File: config.mk
export PLATFORM = sky130hd
export DESIGN_NAME = irq_pend_track
export DESIGN_NICKNAME = d
export VERILOG_FILES = /design/src/rtl/irq_pend_track.sv
export SDC_FILE = /design/constraint.sdc
export NUM_CORES = 1
export LEC_CHECK = 0
export CAP_MARGIN = 20
export CORE_ASPECT_RATIO = 0.7
export CORE_UTILIZATION = 46
export DETAILED_ROUTE_END_ITERATION = 16
export PLACE_DENSITY = 0.77
export SETUP_SLACK_MARGIN = 0.15
export SLEW_MARGIN = 10
export SYNTH_ARGS = -nofsm -noshare
export SYNTH_HDL_FRONTEND = slang
export SYNTH_SLANG_ARGS = --single-unit
File: constraint.sdc
create_clock -name clk -period 1.3 [get_ports clk]
set_input_delay 0.195 -clock clk [delete_from_list [all_inputs] [get_ports clk]]
set_output_delay 0.195 -clock clk [all_outputs]
set_load 0.03 [all_outputs]
File: src/rtl/irq_pend_track.sv
module irq_pend_track #(
  parameter int N_IRQ = 64,
  localparam int NB  = N_IRQ / 32,
  localparam int BW  = (NB > 1) ? $clog2(NB) : 1,
  localparam int IDW = $clog2(N_IRQ)
) (
  input  logic             clk,
  input  logic             rst_n,
  input  logic [N_IRQ-1:0] irq_in,
  input  logic [N_IRQ-1:0] cfg_edge,
  input  logic             wr_en,
  input  logic [1:0]       wr_op,
  input  logic [BW-1:0]    wr_bank,
  input  logic [31:0]      wr_data,
  input  logic [BW-1:0]    rd_bank,
  output logic [31:0]      rd_data,
  input  logic             ack_valid,
  input  logic [IDW-1:0]   ack_id,
  output logic             irq_out
);

  logic [N_IRQ-1:0] latch_q, lvl_q, en_q;
  logic [N_IRQ-1:0] sw_set, sw_clr, en_set, en_clr;
  logic [N_IRQ-1:0] ack_vec, rise, set_v, clr_v, pend_vis;
  logic [31:0]      bank_v [NB];

  for (genvar b = 0; b < NB; b++) begin : g_bank
    localparam logic [BW-1:0] BID = BW'(b);
    wire hit = wr_en && (wr_bank == BID);
    assign sw_set[b*32 +: 32] = (hit && wr_op == 2'd0) ? wr_data : 32'd0;
    assign sw_clr[b*32 +: 32] = (hit && wr_op == 2'd1) ? wr_data : 32'd0;
    assign en_set[b*32 +: 32] = (hit && wr_op == 2'd2) ? wr_data : 32'd0;
    assign en_clr[b*32 +: 32] = (hit && wr_op == 2'd3) ? wr_data : 32'd0;
    assign bank_v[b] = pend_vis[b*32 +: 32];
  end

  assign ack_vec  = ack_valid ? ({{(N_IRQ-1){1'b0}}, 1'b1} << ack_id) : '0;
  assign rise     = irq_in & ~lvl_q;
  assign set_v    = (rise & cfg_edge) | sw_set;
  assign clr_v    = ack_vec | sw_clr;
  assign pend_vis = latch_q | (lvl_q & ~cfg_edge);
  assign rd_data  = bank_v[rd_bank];
  assign irq_out  = |(pend_vis & en_q);

  always_ff @(posedge clk) begin
    if (!rst_n) begin
      latch_q <= '0;
      lvl_q   <= '0;
      en_q    <= '0;
    end else begin
      latch_q <= set_v | (latch_q & ~clr_v);
      lvl_q   <= irq_in;
      en_q    <= en_set | (en_q & ~en_clr);
    end
  end

  for (genvar i = 0; i < N_IRQ; i++) begin : g_chk
    assert_edge_sets_R3: assert property (@(posedge clk) disable iff (!rst_n)
      (rise[i] && cfg_edge[i]) |=> latch_q[i]);
    assert_level_no_latch_R3: assert property (@(posedge clk) disable iff (!rst_n)
      (rise[i] && !cfg_edge[i] && !sw_set[i] && !latch_q[i]) |=> !latch_q[i]);
    assert_fall_keeps_R4: assert property (@(posedge clk) disable iff (!rst_n)
      (!irq_in[i] && lvl_q[i] && !sw_set[i] && !clr_v[i]) |=> $stable(latch_q[i]));
    assert_ack_clears_R5: assert property (@(posedge clk) disable iff (!rst_n)
      (ack_vec[i] && !set_v[i]) |=> !latch_q[i]);
    assert_rise_beats_ack_R8: assert property (@(posedge clk) disable iff (!rst_n)
      (ack_vec[i] && rise[i] && cfg_edge[i]) |=> latch_q[i]);
  end

  assert_masked_quiet_R9: assert property (@(posedge clk) disable iff (!rst_n)
    (en_q == '0) |-> !irq_out);

endmodule

==> metrics.md, run 1 <==
| Metric | Value |
|---|---|
| Count of final max-slew check failures | `0` |
| Capture instance of the worst register-to-register path | `latch_q[62]$_SDFF_PN0_` |
| Post-synth EDFFs | `0` |
| Arrival time at the worst endpoint | `between 2 and 2.5 ns` |
| Topmost layer with routed signal wires | `met5` |
| Leakage | `5.83 nW` |
| Die footprint | `20600 sq um` |
| Post-synthesis register bit count | `192` |
| Detailed-route wire length on metal 1 | `15.8 mm` |
| Wire length of the first global-routing pass | `56.0 mm` |
| # nets final | `about 1700` |
| Global route total overflow | `0` |
| GR Util All Layers | `between 30% and 40%` |
| Number of sinks handled by clock tree synthesis | `approximately 190` |
| Max Freq | `just over 0.4 GHz` |
| Actual slew at the worst max-slew pin | `between 0.4 and 0.5 ns` |
| CTS buffer count | `17` |
| Sequential fraction of the synthesis area | `a little over two fifths` |
| Capture point of the critical path | `irq_out` |
| Period Utilization, post-route | `185%` |
| First-pass iteration count of the detailed router | `6` |
| Detailed-routed wire length on met3 | `about 4.3 mm` |
| Initial antenna violation count | `3` |
| Setup slack of the worst register-to-register path | `between 0.3 and 0.4 ns` |
| Cell Rows | `42` |
| Maximum number of buffers from clock root to sink | `2` |
| Count of final hold-check violations | `0` |
| Critical path startpoint | `lvl_q[16]$_SDFF_PN0_` |
| Vias in the first global route | `10300` |
| Root buf cell | `clkbuf_16` |
| Starting Density | `approximately 48%` |
| Cell area after technology mapping | `a little over 9000 sq um` |
| Filler cell count | `1171` |
| Top-count cell post-synth | `dfxtp_1` |
| Detailed Place HPWL | `about 26 mm` |
| Relative area change from synthesis to final layout | `65.9%` |
| Insertion delay to the later sink of the worst-skew pair | `between 0.4 and 0.5 ns` |
| Clock slew seen by the registers of the worst setup and hold paths | `about 0.07 ns` |
| Via count normalized by instance count | `roughly 5.9` |
| Failing checks | `setup timing` |
| Number of warning messages in the yosys log | `0` |
| Final period demand of the worst path | `2.41 ns` |
| Clock tree from TritonCTS | `done` |
| Drc violations | `0` |
| DIE WIDTH | `around 170 um` |
| CP endpoint kind | `output pin` |
| Kind of critical path | `flip-flop to output pin` |
| Critical Path Start Type | `flip-flop` |
| Fraction of synthesized cell area in xor and xnor cells | `0%` |
| Number of buffer cells added on primary ports | `roughly 210` |
| Number of top-level pins | `207` |
| Headroom to the max-slew limit | `around 73%` |
| Max-cap violations | `0` |
| Largest cells by area after synthesis | `dfxtp_1, nor2b_1, a22oi_1, a221oi_1, nand2_1` |
| Wire length per cell | `roughly 21 um` |
| Post-Layout Cell Count | `1793` |
| Commonest cells in the synthesized netlist | `dfxtp_1, nor2b_1, nand2_1` |
| DR iter-0 viols | `approximately 1300` |
| Cell variety after synth | `24` |
| Weighted congestion at the end of routability-driven global placement | `0.926` |
| Share of the synthesized area in the top cell type | `approximately two fifths` |
| Largest fanout on the critical path | `2` |
| Final routed wirelength across all metal layers | `approximately 38 mm` |
| Avg Cell Area, Syn | `8.18 sq um` |
| Setup repair after global routing missed its margin | `yes` |
| Async set or reset register ratio after synthesis | `0%` |
| Outcome | `finished, violations left` |
| Dominant combinational cell family by area after synthesis | `simple AND/OR/NAND/NOR gates` |
| Share of layout cells above drive strength 1 | `about 36%` |
| Remaining antenna violation count | `0` |
| Power per cell area | `around 980 nW/um^2` |
| Synthesized-area fraction occupied by adder cells | `0%` |
| Min-delay worst type | `primary input to flip-flop` |
| Count of cells along the worst register-to-register path | `3` |
| WHS | `0.199 ns` |
| Die height | `around 120 um` |
| Syn Nets | `~1300` |
| Dominant synthesized flop cell | `dfxtp_1` |
| Sum of met2 wire segment lengths after detailed routing | `between 15 and 20 mm` |
| Worst vdd ir | `0.000872 V` |
| Cell type with the highest aggregate area in the netlist | `dfxtp_1` |
| Placed cells | `~1700` |
| Final critical-path setup slack | `-1.11 ns` |
| Post-Synth Simple-Gate Area | `29.0%` |
| CP required | `between 1 and 1.5 ns` |
| Pin count of the biggest net entering global routing | `50` |
| Compound-cell area share of the yosys netlist | `roughly a quarter` |
| Mapped Cells | `about 1100` |
| Total design power | `around 0.015 W` |
| Final setup vio count | `33` |
| Total core area | `19300 sq um` |
| Final Skew | `between 0.01 and 0.015 ns` |
| Level count of the clock H-tree | `4` |
| Multiplexer fraction of the synthesized cell area | `0.108%` |
| Routed vias | `roughly 11000` |
| Launch instance of the worst register-to-register path | `latch_q[62]$_SDFF_PN0_` |
## cell usage in the layout (no fill, tap or decap), types with 3 or more instances in the layout
master,synthesis,final
buf_4,2,190
clkdlybuf4s50_1,0,160
nor2b_1,176,144
dfxtp_1,192,138
nand2_1,133,128
a22oi_1,128,122
nor2_1,88,73
buf_6,0,66
and2_1,64,64
dfxtp_2,0,54
a221oi_1,64,38
inv_1,34,33
nor2b_4,0,31
a221oi_2,0,26
o21ai_1,0,22
buf_12,0,20
a21oi_2,0,18
clkbuf_16,0,18
or3b_4,0,16
o31a_1,16,16
o21ai_0,48,15
o2111ai_1,16,13
nor3_4,0,13
o21ai_2,0,11
nor2_4,0,11
a21oi_4,0,11
nor3_2,0,10
nand2b_4,0,8
a22oi_2,0,6
buf_2,12,6
nand2_2,0,5
clkinvlp_4,0,5
nor2_2,0,4
o2111ai_4,0,3
clkinv_2,0,3
clkbuf_1,44,3
buf_16,0,3
clkbuf_2,24,3
## stage by stage
step / setup WS, ns / utilization [%] / instance area, sq um / TNS (ns)
2_1_floorplan: -0.138 / - / 9550 / -0.138
3_3_place_gp: -1.10 / 69.6 / 13400 / -78.55
3_5_place_dp: -1.08 / 69.6 / 13400 / -81.13
4_1_cts: -1.04 / 77.4 / 14900 / -11.67
5_1_grt: -1.14 / 79.4 / 15300 / -13.36
6_report: -1.11 / 79.4 / 15300 / -12.10
## timing repair
| item | in CTS | in global routing |
|---|---|---|
| gates cloned | 4 | 1 |
| pin swaps | 24 | 21 |
| hold buffers | 0 | 0 |
| resized for setup | 275 | 99 |
| setup buffers | 4 | 7 |
| setup endpoints to repair | 161 | 89 |
## worst max-delay path, cell delays in order, from the launching register on
cell,delay (ns)
dfxtp_1,0.31
nor2b_1,0.16
o21ai_0,0.31
o2111ai_1,0.16
nor4_1,0.38
nand4_1,0.25
buf_6,0.21
## per-layer routing
metal	track usage (%)	vias to the layer above
met5	0	-
met4	14.3	2
met3	9.00	113
met2	54.1	727
met1	48.9	5028
li1	-	4760
## logic make-up after synthesis
| group | Yosys count |
|---|---|
| compound gates | 303 |
| simple gates | 514 |
| flops | 192 |
| buf+inv | 118 |
| mux | 1 |
## sequential cells by signal, indices dropped and copies added (netlist names)
| signal | cells |
|---|---|
| lvl_q | 64 |
| en_q | 64 |
| latch_q | 64 |
## where the power goes
part           total (W)  internal, W  switching [W]  leakage, nW
registers        0.00639      0.00620       0.000187         1.60
logic            0.00373      0.00198        0.00175         3.99
clock network    0.00483      0.00248        0.00236        0.241
total             0.0150       0.0107        0.00429         5.83
## cell type report
| class | count | area [sq um] | share of cell area [%] |
|---|---|---|---|
| Timing Repair Buffer | 453 | 4370 | 28.6 |
| Sequential cell | 192 | 3910 | 25.6 |
| Inverter | 34 | 131 | 0.858 |
| Antenna cell | 2 | 5.00 | 0.0327 |
| Clock buffer | 21 | 450 | 2.94 |
| Tap cell | 264 | 330 | 2.16 |
| Clock inverter | 9 | 62.6 | 0.409 |
| Multi-Input combinational cell | 818 | 6040 | 39.5 |
## how the worst min path moves through the flow
stage / startpoint / end / cells after the start
after global routing: rst_n / latch_q[18]$_SDFF_PN0_ / 2
after CTS: rst_n / latch_q[18]$_SDFF_PN0_ / 2
after global placement: en_q[51]$_SDFF_PN0_ / en_q[51]$_SDFF_PN0_ / 2
after floorplan: irq_in[0] / lvl_q[0]$_SDFF_PN0_ / 1
final: rst_n / latch_q[18]$_SDFF_PN0_ / 2
after detailed placement: en_q[58]$_SDFF_PN0_ / en_q[58]$_SDFF_PN0_ / 2
Note: power is estimated with default switching activity, not from simulation.
==> run 2: changes to the inputs <==
- CAP_MARGIN: 20 -> default
==> results of run 2 <==
The final DEF is identical to that of run 1; final timing and power are the same.
